File: config.mk
export PLATFORM = sky130hd
export DESIGN_NAME = dual_reload_counter
export DESIGN_NICKNAME = d
export VERILOG_FILES = /design/src/rtl/dual_reload_counter_pkg.sv /design/src/rtl/tmr_stage.sv /design/src/rtl/tmr_wave.sv /design/src/rtl/tmr_irq_route.sv /design/src/rtl/dual_reload_counter.sv
export SDC_FILE = /design/constraint.sdc
export NUM_CORES = 1
export LEC_CHECK = 0
export ABC_AREA = 1
export BUFFER_PORTS_ARGS = -buffer_cell sky130_fd_sc_hd__clkbuf_2
export CORE_AREA = 5 5 103 105
export CTS_BUF_LIST = sky130_fd_sc_hd__clkbuf_4
export DETAILED_ROUTE_END_ITERATION = 10
export DIE_AREA = 0 0 108 110
export PLACE_DENSITY = 0.77
export SLEW_MARGIN = 0
export SYNTH_ARGS = -nofsm -noshare
export SYNTH_HDL_FRONTEND = slang
export SYNTH_SLANG_ARGS = --single-unit
File: constraint.sdc
create_clock -name clk_i -period 2.8 [get_ports clk_i]
set_input_delay 0.42 -clock clk_i [delete_from_list [all_inputs] [get_ports clk_i]]
set_output_delay 0.42 -clock clk_i [all_outputs]
set_load 0.01 [all_outputs]
File: src/rtl/dual_reload_counter_pkg.sv
package dual_reload_counter_pkg;
  typedef enum logic {
    FORM_PULSE  = 1'b0,
    FORM_SQUARE = 1'b1
  } wave_form_e;

  localparam int unsigned NUM_CH = 2;
  localparam int unsigned CH_LO  = 0;
  localparam int unsigned CH_HI  = 1;
endpackage

File: src/rtl/tmr_stage.sv
module tmr_stage #(
  parameter int unsigned CNT_W = 16
) (
  input  logic             clk_i,
  input  logic             rst_ni,
  input  logic             wr_i,
  input  logic [CNT_W-1:0] wdata_i,
  input  logic             load_i,
  input  logic             step_i,
  input  logic             reload_i,
  output logic [CNT_W-1:0] cur_o,
  output logic             zero_o
);
  logic [CNT_W-1:0] start_q, cur_q;

  always_ff @(posedge clk_i or negedge rst_ni) begin
    if (!rst_ni) begin
      start_q <= '0;
      cur_q   <= '0;
    end else begin
      if (wr_i) start_q <= wdata_i;
      if (load_i)      cur_q <= wdata_i;
      else if (step_i) cur_q <= reload_i ? start_q : cur_q - 1'b1;
    end
  end

  assign cur_o  = cur_q;
  assign zero_o = (cur_q == '0);
endmodule

File: src/rtl/tmr_wave.sv
module tmr_wave
  import dual_reload_counter_pkg::*;
(
  input  logic       clk_i,
  input  logic       rst_ni,
  input  logic       ev_i,
  input  wave_form_e form_i,
  output logic       out_o
);
  logic pulse_q, tog_q;

  always_ff @(posedge clk_i or negedge rst_ni) begin
    if (!rst_ni) begin
      pulse_q <= 1'b0;
      tog_q   <= 1'b0;
    end else begin
      pulse_q <= ev_i;
      tog_q   <= tog_q ^ ev_i;
    end
  end

  // both forms keep their state; form only selects
  assign out_o = (form_i == FORM_SQUARE) ? tog_q : pulse_q;
endmodule

File: src/rtl/tmr_irq_route.sv
module tmr_irq_route #(
  parameter int unsigned NUM_POS = 16,
  parameter int unsigned NUM_CH  = 2,
  localparam int unsigned PW     = $clog2(NUM_POS)
) (
  input  logic                 clk_i,
  input  logic                 rst_ni,
  input  logic [NUM_CH-1:0]    ev_i,
  input  logic [NUM_CH-1:0]    en_i,
  input  logic [NUM_CH*PW-1:0] pos_i,
  output logic [NUM_POS-1:0]   irq_o
);
  logic [NUM_POS-1:0] irq_d, irq_q;

  always_comb begin
    irq_d = '0;
    for (int c = 0; c < NUM_CH; c++) begin
      if (ev_i[c] && en_i[c]) irq_d[pos_i[c*PW +: PW]] = 1'b1;
    end
  end

  always_ff @(posedge clk_i or negedge rst_ni) begin
    if (!rst_ni) irq_q <= '0;
    else         irq_q <= irq_d;
  end

  assign irq_o = irq_q;
endmodule

File: src/rtl/dual_reload_counter.sv
module dual_reload_counter
  import dual_reload_counter_pkg::*;
#(
  parameter int unsigned CNT_W   = 16,
  parameter int unsigned NUM_POS = 16,
  localparam int unsigned PW     = $clog2(NUM_POS)
) (
  input  logic               clk_i,
  input  logic               rst_ni,
  input  logic               run_lo_i,
  input  logic               run_hi_i,
  input  logic               join_i,
  input  logic               wr_lo_i,
  input  logic               wr_hi_i,
  input  logic [CNT_W-1:0]   wdata_i,
  input  logic [1:0]         form_i,
  input  logic               lo_irq_en_i,
  input  logic               hi_irq_en_i,
  input  logic [PW-1:0]      lo_irq_pos_i,
  input  logic [PW-1:0]      hi_irq_pos_i,
  output logic [CNT_W-1:0]   lo_cur_o,
  output logic [CNT_W-1:0]   hi_cur_o,
  output logic               lo_out_o,
  output logic               hi_out_o,
  output logic [NUM_POS-1:0] irq_o
);
  logic [NUM_CH-1:0] wr, stopped, step, reload, zero, ev, wave;
  logic [CNT_W-1:0]  cur [NUM_CH];

  assign wr = {wr_hi_i, wr_lo_i};

  // low half always steps on its own enable; high follows low wrap when joined
  assign step[CH_LO]    = run_lo_i;
  assign step[CH_HI]    = join_i ? (run_lo_i & zero[CH_LO]) : run_hi_i;
  assign stopped[CH_LO] = ~run_lo_i;
  assign stopped[CH_HI] = join_i ? ~run_lo_i : ~run_hi_i;
  // joined: low wraps to all ones unless the whole pair is at zero
  assign reload[CH_LO]  = zero[CH_LO] & (~join_i | zero[CH_HI]);
  assign reload[CH_HI]  = zero[CH_HI];

  assign ev[CH_LO] = step[CH_LO] & zero[CH_LO] & ~join_i;
  assign ev[CH_HI] = step[CH_HI] & zero[CH_HI];

  for (genvar c = 0; c < NUM_CH; c++) begin : g_ch
    tmr_stage #(.CNT_W(CNT_W)) u_stage (
      .clk_i    (clk_i),
      .rst_ni   (rst_ni),
      .wr_i     (wr[c]),
      .wdata_i  (wdata_i),
      .load_i   (wr[c] & stopped[c]),
      .step_i   (step[c]),
      .reload_i (reload[c]),
      .cur_o    (cur[c]),
      .zero_o   (zero[c])
    );

    tmr_wave u_wave (
      .clk_i  (clk_i),
      .rst_ni (rst_ni),
      .ev_i   (ev[c]),
      .form_i (wave_form_e'(form_i[c])),
      .out_o  (wave[c])
    );
  end

  tmr_irq_route #(.NUM_POS(NUM_POS), .NUM_CH(NUM_CH)) u_irq (
    .clk_i  (clk_i),
    .rst_ni (rst_ni),
    .ev_i   (ev),
    .en_i   ({hi_irq_en_i, lo_irq_en_i}),
    .pos_i  ({hi_irq_pos_i, lo_irq_pos_i}),
    .irq_o  (irq_o)
  );

  assign lo_cur_o = cur[CH_LO];
  assign hi_cur_o = cur[CH_HI];
  assign lo_out_o = wave[CH_LO];
  assign hi_out_o = wave[CH_HI];
endmodule

==> metrics.txt <==
crit end category=flop; Final ANT Viol Nets=0; # clock sinks=84; Tcrit/Tclk final=approximately three quarters; top-area cell type share of the netlist area=roughly 40%; result of the run=finished clean; CTS Hold Bufs=0; pins over their slew limit=0; Total Routed Length=approximately 13 mm; latest clock arrival within the worst-skew pair=~0.45 ns; Core ar.=~0.0095 sq mm; Synth-to-Final Area Change=13.7%; overflow left after global routing=0; Worst Tran Pin Value=1.07 ns; CTS H-tree depth=3; vias per inst=between 5 and 6; RSZ-0062 raised after global routing=false; maximum number of pins on one net before global-route repair=85; CTS resizes=0; final non-filler cell area=0.00582 sq mm; Distinct cells, synth=33; Clock Skew=around 0.023 ns; Synth async-reset ratio=100%; Simple-Gate Fraction of Synth Area=40.1%; iteration-0 DRC count of the detailed router=230; share of cells above drive strength 1=between 15 and 20%; power density cells=592 mW/mm^2; IO buf count=84; antenna cells=0; hold crit path type=in2async; I/O pin cnt=85; worst voltage drop across the vdd grid=roughly 0.00037 V; Placement Setup Slack=just over 0.7 ns; share of synthesized cell area in full adder, half adder and majority cells=less than 1%; number of instances in the synthesized netlist=748; share of power burned in combinational logic=between 20% and 30%; Max Buffers Root-to-Sink=2; Crit path arrival time=around 2.5 ns; floorplan row count=36; largest area contributor in the synthesized netlist=sky130_fd_sc_hd__dfrtp_1; min setup slack post-route=0.654 ns; post-CTS repair timing setup buffer count=0; Die Footprint=approximately 0.012 sq mm; clock slew seen by the registers of the worst setup and hold paths=0.14 ns; clock network fraction of total power=26.5%; main combinational cell family by area after synthesis=simple AND/OR/NAND/NOR gates; clock tree from TritonCTS=built; count of yosys warnings during synthesis=0; number of detailed-route iterations in the first pass=8; most instantiated flip-flop cell in the synthesis netlist=sky130_fd_sc_hd__dfrtp_1; Cell Area, Synth=a little over 0.005 sq mm; global-route wire length before repair=between 20 and 25 mm; average size of a mapped cell=approximately 6.8 sq um; routability-driven placement congestion ratio=approximately 0.97; number of storage elements in the synthesis netlist=84; multi-input combinational cell area=about 0.0025 sq mm; class of the most critical setup path=reg2reg; vias after detailed routing=4934; Final TNS setup=0 ns; Filler Cell Count=around 960; portion of netlist area occupied by mux cells=less than 1%; share of total power in sequential cells=between 40% and 50%; cell chosen for the clock root=sky130_fd_sc_hd__clkbuf_4; sum of net half-perimeters after detailed placement=slightly above 10 mm; Int Pwr=2170 uW; Switching Share=36.9%; Lkg Pwr=approximately 0.0033 uW; area occupied by registers=~0.0021 sq mm; highest net fanout along the worst path=16; startpoint class of the critical path=flop; Max Clk Rate=466 MHz; synthesized netlist net count=between 700 and 800; share of synthesized area occupied by flip-flops and latches=roughly 40%; power dissipated by switching net loads=around 1300 uW; XOR/XNOR share of the synthesized area=2.06%; largest cells by area after synthesis=sky130_fd_sc_hd__dfrtp_1, sky130_fd_sc_hd__nand2_1, sky130_fd_sc_hd__nand3_1, sky130_fd_sc_hd__inv_1, sky130_fd_sc_hd__nor2_1; count of flip-flops with a built-in enable after synthesis=0; compound-gate portion of the synthesized area=approximately 5.6%; Req. time, crit path=3.18 ns; maximum capacitance violations=0; via count of the first global-routing pass=4826; initial antenna violation count=0; final critical path time including I/O delays and setup=roughly 2.1 ns; most common cell in the netlist=sky130_fd_sc_hd__nand2_1; final hold violation count=0; reg2reg setup slack=approximately 0.65 ns; Wirelength per Cell=13.8 um; hold slack=roughly 0.13 ns; number of setup violations in the final report=0; die width=around 110 um; non-filler instance count after layout=between 900 and 1000; instance count after placement with tap cells included=between 900 and 1000; Num CTS Buffers=9; Worst slew margin=28.8%; most frequent cells after synthesis=sky130_fd_sc_hd__nand2_1, sky130_fd_sc_hd__inv_1, sky130_fd_sc_hd__dfrtp_1, sky130_fd_sc_hd__nand3_1, sky130_fd_sc_hd__nor2_1; Placed Area=about 0.0056 sq mm; # DRC=0; net count of the finished layout=866; Initial Util=53.6%; Global Route Usage Sum=roughly a quarter; chip height=about 110 um
metrics by stage:
stage	utilization, %	power [uW]
floorplan	-	2180
global placement	58.9	2530
detailed placement	58.9	2550
CTS	60.9	3460
global route	60.9	3690
finish	60.9	3440
kinds of logic after synthesis:
| family | count (synthesis) |
|---|---|
| compound gates | 51 |
| xor+xnor | 12 |
| fa+ha+maj | 4 |
| buf+inv | 115 |
| flops | 84 |
| mux | 4 |
| simple gates | 478 |
sequential cells by signal, indices dropped and copies added (netlist names):
register	cells
g_ch.u_stage.cur_o	32
u_irq.irq_o	16
g_ch.u_stage.start_q	32
g_ch.u_wave.pulse_q	2
g_ch.u_wave.tog_q	2
layer usage:
layer,global-route usage (%),up-vias,share of wire [%]
met5,0,-,0
met2,38.7,132,47
met4,10.9,0,2.4
met1,32.9,2290,46
li1,-,2486,-
met3,2.39,26,4.8
critical path: stages (launching register included):
cell and delay (ns):
sky130_fd_sc_hd__dfrtp_1 0.44, sky130_fd_sc_hd__inv_1 0.13, sky130_fd_sc_hd__ha_1 0.18, sky130_fd_sc_hd__nand3_1 0.10, sky130_fd_sc_hd__inv_1 0.08, sky130_fd_sc_hd__nand2_2 0.07
sky130_fd_sc_hd__nor2_4 0.27, sky130_fd_sc_hd__and3_1 0.57, sky130_fd_sc_hd__nand3_1 0.14, sky130_fd_sc_hd__nand2_1 0.11
cells in the final DEF (no fill, tap or decap), types with 4 or more instances in the layout:
master | netlist | layout
sky130_fd_sc_hd__a21oi_1 | 8 | 8
sky130_fd_sc_hd__buf_4 | 2 | 7
sky130_fd_sc_hd__clkbuf_2 | 0 | 83
sky130_fd_sc_hd__clkbuf_4 | 0 | 9
sky130_fd_sc_hd__dfrtp_1 | 84 | 84
sky130_fd_sc_hd__ha_1 | 4 | 4
sky130_fd_sc_hd__inv_1 | 91 | 91
sky130_fd_sc_hd__mux2_2 | 4 | 4
sky130_fd_sc_hd__nand2_1 | 273 | 273
sky130_fd_sc_hd__nand2_2 | 5 | 5
sky130_fd_sc_hd__nand3_1 | 83 | 83
sky130_fd_sc_hd__nand3b_1 | 8 | 8
sky130_fd_sc_hd__nand4_1 | 5 | 5
sky130_fd_sc_hd__nor2_1 | 80 | 80
sky130_fd_sc_hd__nor2_2 | 7 | 7
sky130_fd_sc_hd__o211ai_1 | 8 | 8
sky130_fd_sc_hd__o21ai_0 | 29 | 29
sky130_fd_sc_hd__xor2_1 | 10 | 10
final cells by class:
class,count,area share [%]
Clock buffer,9,1.16
Multi-Input combinational cell,549,43.7
Timing Repair Buffer,90,8.05
Tap cell,133,2.86
Sequential cell,84,36.1
Clock inverter,7,2.11
Inverter,93,6.00
worst paths after layout:
| kind | from | end | cells past startpoint |
|---|---|---|---|
| max | g_ch[0].u_stage.cur_o[0]$_DFFE_PN0P_ | u_irq.irq_o[8]$_DFF_PN0_ | 9 |
| min | rst_ni | g_ch[0].u_stage.cur_o[3]$_DFFE_PN0P_ | 1 |
| max reg2reg | g_ch[0].u_stage.cur_o[0]$_DFFE_PN0P_ | u_irq.irq_o[8]$_DFF_PN0_ | 9 |
| min reg2reg | g_ch[1].u_wave.tog_q$_DFF_PN0_ | g_ch[1].u_wave.tog_q$_DFF_PN0_ | 1 |
| max in group asynchronous | rst_ni | g_ch[0].u_stage.cur_o[12]$_DFFE_PN0P_ | 1 |
| min in group clk_i | wdata_i[9] | g_ch[1].u_stage.start_q[9]$_DFFE_PN0P_ | 3 |
power groups by stage:
| stage | clock network [uW] | registers [uW] | logic (uW) |
|---|---|---|---|
| CTS | 927 | 1540 | 988 |
| detailed placement | 0 | 1570 | 982 |
| global route | 989 | 1570 | 1130 |
| finish | 913 | 1540 | 986 |
| floorplan | 0 | 1570 | 613 |
| global placement | 0 | 1560 | 970 |
(Power assumes the default switching activity.)
